===== config.mk =====
export PLATFORM = sky130hd
export DESIGN_NAME = nibx_encoder
export DESIGN_NICKNAME = d
export VERILOG_FILES = /design/src/rtl/nibx_pkg.sv /design/src/rtl/nibx_check_gen.sv /design/src/rtl/nibx_range_guard.sv /design/src/rtl/nibx_walker.sv /design/src/rtl/nibx_encoder.sv
export SDC_FILE = /design/constraint.sdc
export NUM_CORES = 1
export LEC_CHECK = 0
export CORE_MARGIN = 2
export CORE_UTILIZATION = 40
export DETAILED_ROUTE_END_ITERATION = 10
export DONT_BUFFER_PORTS = 1
export PLACE_DENSITY = 0.56
export SYNTH_ARGS = -nofsm -noshare
export SYNTH_HDL_FRONTEND = slang
export SYNTH_SLANG_ARGS = --single-unit

===== constraint.sdc =====
create_clock -name clk -period 4.6 [get_ports clk]
set_input_delay 0.92 -clock clk [delete_from_list [all_inputs] [get_ports clk]]
set_output_delay 0.92 -clock clk [all_outputs]
set_load 0.01 [all_outputs]

===== src/rtl/nibx_pkg.sv =====
package nibx_pkg;
    typedef enum logic [1:0] {
        ST_IDLE   = 2'd0,
        ST_LOW    = 2'd1,
        ST_HIGH   = 2'd2,
        ST_FINISH = 2'd3
    } nibx_state_t;

    localparam int NIB_W  = 4;
    localparam int BYTE_W = 8;
endpackage


===== src/rtl/nibx_check_gen.sv =====
module nibx_check_gen
    import nibx_pkg::*;
(
    input  logic [NIB_W-1:0]  nib,
    output logic [BYTE_W-1:0] code
);
    always_comb begin
        code[3:0] = nib;
        code[4]   = nib[0] ^ nib[1];
        code[5]   = nib[2] ^ nib[3];
        code[6]   = nib[0] ^ nib[2];
        code[7]   = nib[1] ^ nib[3];
    end
endmodule


===== src/rtl/nibx_range_guard.sv =====
module nibx_range_guard #(
    parameter int AW    = 10,
    parameter int CW    = 10,
    parameter int DEPTH = 1024
) (
    input  logic [AW-1:0] offset,
    input  logic [CW-1:0] count,
    output logic          fits,
    output logic          empty
);
    localparam int SW = ((AW > CW + 1) ? AW : CW + 1) + 1;

    logic [SW-1:0] span_end;

    always_comb begin
        span_end = SW'(offset) + (SW'(count) << 1);
        fits     = (span_end <= SW'(DEPTH));
        empty    = (count == '0);
    end
endmodule


===== src/rtl/nibx_walker.sv =====
module nibx_walker #(
    parameter int AW = 10,
    parameter int CW = 10
) (
    input  logic          clk,
    input  logic          rst_n,
    input  logic          load,
    input  logic [AW-1:0] load_offset,
    input  logic [CW-1:0] load_count,
    input  logic          step,
    output logic [AW-1:0] cur_addr,
    output logic          last_byte
);
    logic [CW-1:0] remain_q;

    always_ff @(posedge clk or negedge rst_n) begin
        if (!rst_n) begin
            cur_addr <= '0;
            remain_q <= '0;
        end else if (load) begin
            cur_addr <= load_offset;
            remain_q <= load_count;
        end else if (step) begin
            cur_addr <= cur_addr + AW'(2);
            remain_q <= remain_q - CW'(1);
        end
    end

    assign last_byte = (remain_q == CW'(1));
endmodule


===== src/rtl/nibx_encoder.sv =====
module nibx_encoder
    import nibx_pkg::*;
#(
    parameter  int ARRAY_BITS = 8192,
    localparam int DEPTH      = ARRAY_BITS / BYTE_W,
    localparam int AW         = $clog2(DEPTH),
    localparam int CW         = AW
) (
    input  logic              clk,
    input  logic              rst_n,
    input  logic              start,
    input  logic [AW-1:0]     start_offset,
    input  logic [CW-1:0]     start_count,
    input  logic              in_valid,
    input  logic [BYTE_W-1:0] in_data,
    output logic              in_ready,
    output logic              wr_en,
    output logic [AW-1:0]     wr_addr,
    output logic [BYTE_W-1:0] wr_data,
    output logic              done,
    output logic              err
);
    localparam int LANES = BYTE_W / NIB_W;

    nibx_state_t state_q, state_d;

    logic             job_fits, job_empty;
    logic             take_job, reject_job, take_byte, emit_high;
    logic [AW-1:0]    cur_addr;
    logic             last_byte;
    logic [NIB_W-1:0] hold_hi;
    logic [NIB_W-1:0] lane_nib  [LANES];
    logic [BYTE_W-1:0] lane_code [LANES];

    nibx_range_guard #(.AW(AW), .CW(CW), .DEPTH(DEPTH)) u_guard (
        .offset (start_offset),
        .count  (start_count),
        .fits   (job_fits),
        .empty  (job_empty)
    );

    assign take_job   = (state_q == ST_IDLE) && start && job_fits;
    assign reject_job = (state_q == ST_IDLE) && start && !job_fits;
    assign take_byte  = (state_q == ST_LOW) && in_valid;
    assign emit_high  = (state_q == ST_HIGH);

    nibx_walker #(.AW(AW), .CW(CW)) u_walk (
        .clk         (clk),
        .rst_n       (rst_n),
        .load        (take_job),
        .load_offset (start_offset),
        .load_count  (start_count),
        .step        (emit_high),
        .cur_addr    (cur_addr),
        .last_byte   (last_byte)
    );

    // Lane 0 encodes the live low nibble, the other lanes encode held nibbles.
    generate
        for (genvar g = 0; g < LANES; g++) begin : g_lane
            if (g == 0) begin : g_live
                assign lane_nib[g] = in_data[NIB_W-1:0];
            end else begin : g_held
                assign lane_nib[g] = hold_hi;
            end
            nibx_check_gen u_code (
                .nib  (lane_nib[g]),
                .code (lane_code[g])
            );
        end
    endgenerate

    // State register
    always_ff @(posedge clk or negedge rst_n) begin
        if (!rst_n) state_q <= ST_IDLE;
        else        state_q <= state_d;
    end

    // Transitions
    always_comb begin
        state_d = state_q;
        unique case (state_q)
            ST_IDLE: begin
                if (take_job) state_d = job_empty ? ST_FINISH : ST_LOW;
            end
            ST_LOW: begin
                if (in_valid) state_d = ST_HIGH;
            end
            ST_HIGH: begin
                state_d = last_byte ? ST_FINISH : ST_LOW;
            end
            ST_FINISH: begin
                state_d = ST_IDLE;
            end
            default: state_d = ST_IDLE;
        endcase
    end

    assign in_ready = (state_q == ST_LOW);

    // Registered outputs
    always_ff @(posedge clk or negedge rst_n) begin
        if (!rst_n) begin
            wr_en   <= 1'b0;
            wr_addr <= '0;
            wr_data <= '0;
            hold_hi <= '0;
            done    <= 1'b0;
            err     <= 1'b0;
        end else begin
            wr_en <= take_byte || emit_high;
            done  <= (state_q == ST_FINISH);
            err   <= reject_job;
            if (take_byte) begin
                wr_addr <= cur_addr;
                wr_data <= lane_code[0];
                hold_hi <= in_data[BYTE_W-1:NIB_W];
            end else if (emit_high) begin
                wr_addr <= cur_addr + AW'(1);
                wr_data <= lane_code[LANES-1];
            end
        end
    end
endmodule


### Word level (Yosys, flattened, before mapping)

Cells that the tools add are included.

* bits in registers: 47
* bits of input ports: 32
* output and inout port bits: 22
* word-level logic and storage cells: 52

* add/sub/neg operators: 4
* magnitude comparators: 1
* equal/unequal tests: 6
* muxes and demuxes: 13
* bitwise logic cells: 8
* reductions and logical operators: 11

Operators by type and width (number)
* $mux W10: 6
* $mux W8: 2
* $add A10 B11 Y12: 1
* $le A12 B11 Y1 const B: 1
* $add A10 B1 Y10 const B: 1
* $add A10 B2 Y10 const B: 1
* $eq A10 B1 Y1 const B: 1
* $logic_not A10 Y1: 1
* $sub A10 B1 Y10 const B: 1
* $mux W2: 4
* $pmux W2 S4: 1
* $xor A1 B1 Y1: 8
* $eq A2 B2 Y1 const B: 2
* $logic_and A1 B1 Y1: 4
* $ne A2 B2 Y1 const B: 2
* $reduce_bool A2 Y1: 2
* $eq A2 B1 Y1 const B: 1
* $logic_not A2 Y1: 1
* $reduce_and A2 Y1: 1
* $logic_not A1 Y1: 1
* $logic_or A1 B1 Y1: 1

### Depth between registers and ports, before layout

Gate-level depths: netlist of run 1.

* depth after elaboration: 5
* depth in mapped cells: 12
* gate-level depth less buffers: 11

### Modules after synthesis

Synthesis of run 1 repeated with hierarchy kept, for this count alone.

* cells, all modules: 329
* area, all modules: 2969.1 um^2

By module, submodules not included
* nibx_encoder: instances 1, cells each 137, area each 1272.5 um^2, seq. area each 675.6 um^2
* nibx_walker: instances 1, cells each 117, area each 1104.8 um^2, seq. area each 500.5 um^2
* nibx_range_guard: instances 1, cells each 59, area each 461.7 um^2, seq. area each 0.0 um^2
* nibx_check_gen: instances 2, cells each 8, area each 65.1 um^2, seq. area each 0.0 um^2

### Worst setup path after synthesis of run 1

Ideal clock, no wire load.

* path type: input to register
* start point: input port start_offset[1]
* end point: register u_walk.cur_addr[1]
* library setup time: 125 ps
* arrival time: 3231 ps
* data required time: 4475 ps
* slack: 1244 ps
* stages: 12
* buffers on the path: 1
* cell sequence: ha_1 -> inv_1 -> fa_1 -> nor2b_1 -> o221ai_2 -> mux2i_1 -> nor3b_2 -> o211ai_2 -> a211oi_2 -> o2111ai_2 -> buf_6 -> mux2_4

* cells in the longest elaborated chain, start to end: 4
* elaborated cells on any way between the ends: 5
* those cells by class: add/sub (1); order compare (1); mux (1); reduce/logical (2)

Ends and longest elaborated chain
* from (decl): RTL line nibx_encoder.sv:12 `input logic [AW-1:0] start_offset,`
* $add A10 B11 Y12: RTL line nibx_range_guard.sv:16 `span_end = SW'(offset) + (SW'(count) << 1);`
* $le A12 B11 Y1: RTL line nibx_range_guard.sv:17 `fits = (span_end <= SW'(DEPTH));`
* $logic_and A1 B1 Y1: RTL line nibx_encoder.sv:42 `assign take_job = (state_q == ST_IDLE) && start && job_fits;`
* $mux W10 / $reduce_bool A2 Y1 (equally long branches)
* to (signal assigned): RTL line nibx_walker.sv:21 `cur_addr <= load_offset;`
* to (signal assigned): RTL line nibx_walker.sv:24 `cur_addr <= cur_addr + AW'(2);`
* to (decl): RTL line nibx_walker.sv:11 `output logic [AW-1:0] cur_addr,`

Parallel ways exist; a longest one is shown, timed or not.
A chain may end at the register's enable or synchronous reset.

### Worst setup path in the final report of run 1

* start point: input port start_offset[1]
* end point: register u_walk.cur_addr[6]

* cells in the longest elaborated chain, start to end: 4
* elaborated cells on any way between the ends: 5
* those cells by class: add/sub (1); order compare (1); mux (1); reduce/logical (2)

Ends and longest elaborated chain (RTL line)
* $add A10 B11 Y12 *: nibx_range_guard.sv:16
* $le A12 B11 Y1 *: nibx_range_guard.sv:17
* $logic_and A1 B1 Y1 *: nibx_encoder.sv:42
* $mux W10 / $reduce_bool A2 Y1 (equally long branches)

Every way passes the cells marked *; elsewhere a longest branch is shown, timed or not.

==> results of run 1 <==
## where the power goes
part           switching (mW)  internal, mW
clock network           0.136         0.104
logic                   0.314         0.349
registers               0.244         0.607
total                   0.694          1.06
## cell type report
cell class,count,area [µm²]
clock inverters,3,15.0
flip-flops and latches,47,1180
inverters,12,45.0
clock buffers,5,68.8
well taps,99,124
repair buffers,2,15.0
fillers,745,4120
multi-input cells,245,1730
## routing by layer
metal  up-vias  track usage [%]  part of all wire [%]
met5         -                0                     0
met4         0             4.17                  0.92
met3         7             4.09                   5.0
met2        53             27.9                    47
met1      1023             23.7                    47
li1       1114                -                     -
## synthesized netlist by cell type, drive strengths merged, types with 8 or more instances
master | instances | share of area, %
a21oi | 19 | 3.3
clkbuf | 11 | 1.4
dfrtp | 47 | 39
ha | 13 | 5.4
inv | 12 | 1.5
mux2 | 17 | 8.5
nand2 | 47 | 5.8
nor2 | 20 | 2.5
o211ai | 8 | 2.2
o21ai | 19 | 3.2
xnor2 | 20 | 5.8
xor2 | 10 | 2.9
## registers in the layout, indices dropped and copies added, names as in the netlist
signal and flops:
wr_addr 10, done 1, u_walk.cur_addr 10, err 1
hold_hi 4, wr_en 1, state_q 2, wr_data 8
u_walk.remain_q 10
## worst register-to-register path: cells and delay by family (launching register included)
kind,cells,cell delay (ps)
buf+inv,1,350
flops,1,420
mux,1,260
simple gates,3,1080
xor+xnor,1,90
## path summary, 6_finish.rpt
| kind | start | to | slack, ps | depth (start not counted) |
|---|---|---|---|---|
| max in group asynchronous | rst_n | done$_DFF_PN0_ | 4200 | 0 |
| min in group clk | wr_data[2]$_DFFE_PN0P_ | wr_data[2]$_DFFE_PN0P_ | 550 | 2 |
| min | rst_n | wr_addr[0]$_DFFE_PN0P_ | 310 | 0 |
| max | start_offset[1] | u_walk.cur_addr[6]$_DFFE_PN0P_ | 1310 | 12 |
| max reg2reg | state_q[1]$_DFFE_PN0P_ | u_walk.cur_addr[6]$_DFFE_PN0P_ | 2280 | 6 |
| min reg2reg | wr_data[2]$_DFFE_PN0P_ | wr_data[2]$_DFFE_PN0P_ | 550 | 2 |
## cells by family after synthesis
logic type	share of synthesized area [%]
simple gates	17.7
buf+inv	3.73
xor+xnor	8.71
fa+ha+maj	6.05
mux	9.78
compound gates	15.0
flops	39.0
## stage by stage
step	setup WS [ps]	hold slack, ps
6_report	1310	308
5_1_grt	1160	276
4_1_cts	1320	292
3_5_place_dp	998	533
3_3_place_gp	1080	529
2_1_floorplan	1240	514
==> metrics, run 1 <==
Die Area=8260 µm²; global route overflow=0; library cells used by synthesis=45; unrepaired setup endpoints after global routing=false; most frequent cells in the layout=nand2_1 (47), dfrtp_1 (47), nor2_1 (20), xnor2_1 (20), o21ai_0 (19); layout cells sized above 1=11.1%; Synth Warn #=0; Critical Path RT=4780 ps; DRT iter0 DRCs=115; number of flops mapped to enable cells by yosys=0; Leak Pwr=1.41 nW; Placed Area=3090 µm²; fin crit share=71.5%; Final Net Count=359; Post-CTS Hold Buffers=0; CP startpoint kind=primary input; final RePlAce weighted congestion=0.814; CP peak stage delay=390 ps; maxcap violations=0; clock skew=7.24 ps; Mapped Cells=318; CP Capture Type=flip-flop; htree depth=2; final instance area=3180 µm²; core area=7290 µm²; Global Route Usage Sum=17.3%; vias in the first global route=2277; Total Power=1.75 mW; maximum VDD drop=0.154 mV; IO buf count=0; CTS Sinks=47; slew margin rel.=44.0%; clk slew on worst S/H paths=90 ps; ANT cells=0; Final Setup Violations=0; WS Path Type=primary input to flip-flop; CTS Buffer Depth=2; # rows=31; P&R area growth vs syn=5.22%; Hold Fails Final Rpt=0; Die W=90.9 µm; non-filler cells, final=413; Finished Core Util=43.5%; CP Max Fanout=20; Fmax achieved=304 MHz; final wirelength=6720 µm; buffers and inverters on the worst path=2; Num CTS Buffers=5; initial antenna violation count=0; cell area after synthesis=3020 µm²; status=complete, no violations; # DRC=0; # IOs=54; fin. max-slew vios=0; Die Ht=90.9 µm; worst-path cell chain=ha_1 > inv_1 > fa_1 > nor2b_1 > o221ai_2 > mux2i_1 > nor3b_2 > o211ai_2 > a211oi_2 > o2111ai_2 > buf_4 > mux2_4; via/cell ratio=5.32; P per Cell Area=552 nW/µm²; Final ANT Viol Nets=0; fin crit period=3290 ps; via count=2197; crit path DAT=3470 ps; measured slew at the worst slew-check pin=837 ps; sequential fraction of the synthesis area=39.0%; crit path max-delay cell type=fa_1; share of synthesized registers carrying an async set or reset=100%; Synth Area per Inst=9.49 µm²; starting density of the core=41.4%; worst-skew pair later-pin latency=290 ps; post-synthesis register bit count=47; Pre-antenna DRT Iters=4; Synthesized Nets=364; top_reg_cell synth=dfrtp_1; placed insts=405; delay-heaviest family, CP=compound AO/OA/AOI/OAI gates; largest net degree at the start of global routing=48; clk root buf=clkbuf_8; first-pass GRT wire length=11600 µm; Resize count post-CTS=0; dpl hpwl=5060 µm; setup bufs post-CTS=0; setup tns final=0 ps; CTS tree=yes; Hold Crit Class=primary input to async pin; drt wl/cell=16.3 µm
(Power assumes the default switching activity.)
==> run 2: changes to the inputs <==
--- a/config.mk
+++ b/config.mk
@@ -9,7 +9,7 @@
 export CORE_UTILIZATION = 40
 export DETAILED_ROUTE_END_ITERATION = 10
 export DONT_BUFFER_PORTS = 1
-export PLACE_DENSITY = 0.56
+export PLACE_DENSITY = 0.58
 export SYNTH_ARGS = -nofsm -noshare
 export SYNTH_HDL_FRONTEND = slang
 export SYNTH_SLANG_ARGS = --single-unit
==> constraint.sdc (replaced) <==
create_clock -name clk -period 2.8 [get_ports clk]
set_input_delay 0.56 -clock clk [delete_from_list [all_inputs] [get_ports clk]]
set_output_delay 0.56 -clock clk [all_outputs]
set_load 0.01 [all_outputs]
==> metrics, run 2 (synthesis gave the netlist of run 1 again) <==
IO buf count=0 (unchanged); Flop pwr share=44.5% (was 48.5%); global route overflow=0 (unchanged); measured slew at the worst slew-check pin=669 ps (was 837 ps); clk root buf=clkbuf_8 (unchanged); most frequent cells in the layout=nand2_1 (47), dfrtp_1 (47), buf_4 (25) (was nand2_1 (47), dfrtp_1 (47), nor2_1 (20), xnor2_1 (20), o21ai_0 (19)); Final Net Count=386 (was 359); Num CTS Buffers=5 (unchanged); CP Max Fanout=5 (was 20); # IOs=54 (unchanged); busiest grt layer=met2 (unchanged); status=complete, no violations (unchanged); final instance area=3520 µm² (was 3180 µm²); dpl hpwl=5560 µm (was 5060 µm); clock skew=7.86 ps (was 7.24 ps); Die Ht=90.9 µm (unchanged); CTS tree=yes (unchanged); Psw=1.23 mW (was 0.694 mW); Hold Crit Class=primary input to async pin (unchanged); maxcap violations=0 (unchanged); Pint=1.95 mW (was 1.06 mW); met1 Usage GRT=24.5% (was 23.7%); Final Setup Violations=0 (unchanged); Pre-antenna DRT Iters=4 (unchanged); fin crit period=2740 ps; DRT iter0 DRCs=70 (was 115); Fmax achieved=365 MHz; Net Sw Frac=38.6% (was 39.6%); met3 usage=5.68% (was 4.09%); maximum VDD drop=0.406 mV (was 0.154 mV); via/cell ratio=5.46 (was 5.32); DP Worst Slack=-250 ps (was 998 ps); Hold Fails Final Rpt=0 (unchanged); Die W=90.9 µm (unchanged); first-pass GRT wire length=12100 µm (was 11600 µm); CTS Buffer Depth=2 (unchanged); initial antenna violation count=0 (unchanged); Die Area=8260 µm² (unchanged); worst-skew pair later-pin latency=310 ps (was 290 ps); Global Route Usage Sum=18.4% (was 17.3%); layout cells sized above 1=19.6% (was 11.1%); Final ANT Viol Nets=0 (unchanged); R2R depth=6 (unchanged); starting density of the core=41.4% (unchanged); final worst slack=61.3 ps (was 1310 ps); WS Path Type=primary input to flip-flop (unchanged); largest registers=u_walk.cur_addr: 10 flops, u_walk.remain_q: 10 flops, wr_addr: 10 flops (unchanged); Leak Pwr=1.59 nW (was 1.41 nW); CTS Sinks=47 (unchanged); slew margin rel.=55.2% (was 44.0%); drt wl/cell=17.2 µm (was 16.3 µm); clock share of power=17.0% (was 13.7%); r2r setup slk=830 ps (was 2280 ps); core area=7290 µm² (unchanged); # DRC=0 (unchanged); Hold Slack=78.2 ps (was 308 ps); fin crit share=97.8%; largest net degree at the start of global routing=48 (unchanged); htree depth=2 (unchanged); Comb pwr share=38.5% (was 37.8%); fin. max-slew vios=0 (unchanged); unrepaired setup endpoints after global routing=true (was false); clk slew on worst S/H paths=90 ps (about the same); Finished Core Util=48.2% (was 43.5%); P&R area growth vs syn=16.5% (was 5.22%); CP Capture Type=flip-flop (unchanged); final wirelength=7560 µm (was 6720 µm); # rows=31 (unchanged); final RePlAce weighted congestion=0.824 (was 0.814); ANT cells=0 (unchanged); vias in the first global route=2410 (was 2277); CP startpoint kind=primary input (unchanged); Total Power=3.17 mW (was 1.75 mW); Reg-to-Reg End=u_walk.remain_q[8]$_DFFE_PN0P_ (was u_walk.cur_addr[6]$_DFFE_PN0P_); Placed Area=3290 µm² (was 3090 µm²); P per Cell Area=902 nW/µm² (was 552 nW/µm²); r2r startpoint=state_q[0]$_DFFE_PN0P_ (was state_q[1]$_DFFE_PN0P_); GRT met2 Usage=29.0% (was 27.9%); crit path DAT=2930 ps (was 3470 ps); via count=2403 (was 2197); Critical Path RT=2990 ps (was 4780 ps)
-- run 2: cell type report --
cell class | instances | area [µm²]
fillers | 721 | 3780
multi-input cells | 245 | 1780
flip-flops and latches | 47 | 1180
repair buffers | 29 | 272
well taps | 99 | 124
clock buffers | 6 | 82.6
inverters | 12 | 45.0
clock inverters | 2 | 38.8
-- run 2: per-stage QoR --
step           setup TNS (ps)  instances
2_1_floorplan               0        318
3_5_place_dp            -4310        427
3_3_place_gp            -3640        427
6_report                    0        440
4_1_cts                     0        436
5_1_grt                  -448        440
-- run 2: layer usage --
metal,vias to the layer above,wire [µm]
met5,-,0
met1,1153,3430
met4,0,129
met3,12,451
li1,1165,-
met2,73,3550
-- run 2: timing repair --
action / CTS / global route
setup endpoints to repair: 0 / 17
buffers inserted: 0 / 2
hold buffers: 1 / 0
endpoints found under the hold margin: 47 / 0
resized for setup: 0 / 3
-- run 2: critical path: stages --
cell and delay (ps):
ha_4 120, inv_2 30, fa_2 360, xor2_1 140, nand3_1 120, a211oi_2 160, nor3b_2 210, o211ai_2 150
a211oi_4 320, o2111ai_4 210, clkbuf_16 240, mux2_4 290
-- run 2: worst max-delay path by stage --
stage,start,end,slack [ps],cells after the start
floorplan,start_offset[1],u_walk.cur_addr[1]$_DFFE_PN0P_,6,12
global placement,start_offset[1],u_walk.cur_addr[6]$_DFFE_PN0P_,-210,12
detailed placement,start_offset[1],u_walk.cur_addr[4]$_DFFE_PN0P_,-250,12
CTS,start_offset[1],u_walk.cur_addr[7]$_DFFE_PN0P_,80,12
global route,start_offset[1],u_walk.remain_q[6]$_DFFE_PN0P_,-40,12
finish,start_offset[1],u_walk.remain_q[7]$_DFFE_PN0P_,60,12
-- run 2: power by group through the flow --
stage	clock network, mW	logic [mW]	registers (mW)
2_1_floorplan	0	0.984	1.30
3_3_place_gp	0	1.13	1.42
3_5_place_dp	0	1.16	1.42
4_1_cts	0.543	1.19	1.41
5_1_grt	0.581	1.37	1.46
6_report	0.539	1.22	1.41
==> run 3: changes to the inputs <==
--- a/config.mk
+++ b/config.mk
@@ -5,11 +5,13 @@
 export SDC_FILE = /design/constraint.sdc
 export NUM_CORES = 1
 export LEC_CHECK = 0
+export CELL_PAD_IN_SITES_DETAIL_PLACEMENT = 0
+export CELL_PAD_IN_SITES_GLOBAL_PLACEMENT = 1
 export CORE_MARGIN = 2
 export CORE_UTILIZATION = 40
 export DETAILED_ROUTE_END_ITERATION = 10
 export DONT_BUFFER_PORTS = 1
-export PLACE_DENSITY = 0.58
+export PLACE_DENSITY = 0.72
 export SYNTH_ARGS = -nofsm -noshare
 export SYNTH_HDL_FRONTEND = slang
 export SYNTH_SLANG_ARGS = --single-unit
==> metrics, run 3 (synthesis gave the netlist of run 1 again) <==
Post-CTS Hold Buffers=1 (unchanged); Filler Cell Count=728 (was 721); unrepaired setup endpoints after global routing=false (was true); Pre-antenna DRT Iters=4 (unchanged); Final ANT Viol Nets=0 (unchanged); slew margin rel.=49.5% (was 55.2%); Critical Path RT=2990 ps (about the same); drt wl/cell=16.2 µm (was 17.2 µm); clk slew on worst S/H paths=100 ps (was 90 ps); final wirelength=7000 µm (was 7560 µm); Die W=90.9 µm (unchanged); crit path DAT=2770 ps (was 2930 ps); largest net degree at the start of global routing=48 (unchanged); fin. max-slew vios=0 (unchanged); Placed Area=3270 µm² (was 3290 µm²); placed insts=424 (was 427); Hold Fails Final Rpt=0 (unchanged); CP Max Fanout=19 (was 5); P per Cell Area=908 nW/µm² (was 902 nW/µm²); Reg area=1180 µm² (unchanged); IO buf count=0 (unchanged); busiest grt layer=met2 (unchanged); setup bufs post-CTS=0 (unchanged); maxcap violations=0 (unchanged); measured slew at the worst slew-check pin=755 ps (was 669 ps); via count=2296 (was 2403); Hold Crit Class=primary input to async pin (unchanged); Final Net Count=379 (was 386); final instance area=3420 µm² (was 3520 µm²); global route overflow=0 (unchanged); CTS Buffer Depth=2 (unchanged); fin crit period=2590 ps (was 2740 ps); dpl hpwl=5390 µm (was 5560 µm); initial antenna violation count=0 (unchanged); WS Path Type=primary input to flip-flop (unchanged); multi-input logic area=1750 µm² (was 1780 µm²); Hold Slack=89.5 ps (was 78.2 ps); DRT iter0 DRCs=111 (was 70); # IOs=54 (unchanged); vias in the first global route=2307 (was 2410); via/cell ratio=5.30 (was 5.46); most frequent cells in the layout=nand2_1 (47), dfrtp_1 (47), nor2_1 (20), xnor2_1 (20), buf_4 (20) (was nand2_1 (47), dfrtp_1 (47), buf_4 (25)); CTS tree=yes (unchanged); ANT cells=0 (unchanged); fin crit share=92.4% (was 97.8%); GRT met2 Usage=29.8% (was 29.0%); Fmax achieved=386 MHz (was 365 MHz); final worst slack=212 ps (was 61.3 ps); clock skew=12.3 ps (was 7.86 ps); Die Ht=90.9 µm (unchanged); Final Setup Violations=0 (unchanged); CP startpoint kind=primary input (unchanged); clk root buf=clkbuf_8 (unchanged); P&R area growth vs syn=13.3% (was 16.5%); first-pass GRT wire length=11600 µm (was 12100 µm); DP Worst Slack=-145 ps (was -250 ps); met1 Usage GRT=22.1% (was 24.5%); core area=7290 µm² (unchanged); starting density of the core=41.4% (unchanged); met3 usage=5.09% (was 5.68%); layout cells sized above 1=17.7% (was 19.6%); status=complete, no violations (unchanged); # rows=31 (unchanged); Global Route Usage Sum=17.5% (was 18.4%); maximum VDD drop=0.340 mV (was 0.406 mV); final RePlAce weighted congestion=0.838 (was 0.824); non-filler cells, final=433 (was 440); Num CTS Buffers=5 (unchanged); CP Capture Type=flip-flop (unchanged); worst-skew pair later-pin latency=300 ps (was 310 ps); largest registers=u_walk.cur_addr: 10 flops, u_walk.remain_q: 10 flops, wr_addr: 10 flops (unchanged); CTS Sinks=47 (unchanged); # DRC=0 (unchanged); Leak Pwr=1.54 nW (was 1.59 nW); Die Area=8260 µm² (unchanged); Resize count post-CTS=0 (unchanged); htree depth=2 (unchanged)
-- run 3: cell count changes in the layout (fill, tap and decap cells not counted), sizes merged --
cell / delta
buf: -6
clkbuf: -1
-- run 3: final timing paths --
| check | start | to | slack (ps) | cells past startpoint |
|---|---|---|---|---|
| setup / recovery | start_offset[1] | u_walk.cur_addr[1]$_DFFE_PN0P_ | 210 | 12 |
| hold / removal | rst_n | wr_addr[2]$_DFFE_PN0P_ | 90 | 1 |
| setup reg to reg | state_q[0]$_DFFE_PN0P_ | u_walk.remain_q[8]$_DFFE_PN0P_ | 810 | 6 |
| hold reg to reg | wr_data[0]$_DFFE_PN0P_ | wr_data[0]$_DFFE_PN0P_ | 550 | 2 |
| max in group asynchronous | rst_n | u_walk.remain_q[5]$_DFFE_PN0P_ | 2500 | 1 |
| min in group clk | in_data[5] | hold_hi[1]$_DFFE_PN0P_ | 350 | 2 |
-- run 3: layout make-up --
type                       count  area share, %
clock buffer                   6           2.42
clock inverter                 2           1.13
inverter                      12           1.32
multi-input combinational    245           51.3
sequential                    47           34.4
tap                           99           3.62
timing repair buffer          22           5.78
-- run 3: worst max-delay path, cell delays in order --
cell	delay, ps
ha_4	110
inv_2	30
fa_2	380
xor2_1	140
nand3_1	100
a211oi_1	150
nor3b_2	200
o211ai_2	130
a211oi_2	250
o2111ai_2	180
buf_12	220
mux2_4	300
-- run 3: metrics by stage --
stage	utilization [%]	power (mW)	setup TNS, ps
final	46.9	3.10	0
after global routing	46.9	3.35	0
after CTS	46.9	3.14	0
after detailed placement	44.8	2.57	-2520
after global placement	44.8	2.53	-1340
after floorplan	-	2.28	0
-- run 3: report_power, final --
part	total [mW]	switching, mW	internal (mW)
Combinational	1.17	0.543	0.624
Clock	0.533	0.239	0.294
Sequential	1.40	0.407	0.997
Total	3.10	1.19	1.91
-- run 3: routing by layer --
metal / up-vias / part of all wire (%)
met5: - / 0
li1: 1149 / -
met4: 0 / 0.69
met1: 1094 / 45
met3: 4 / 5.1
met2: 49 / 49
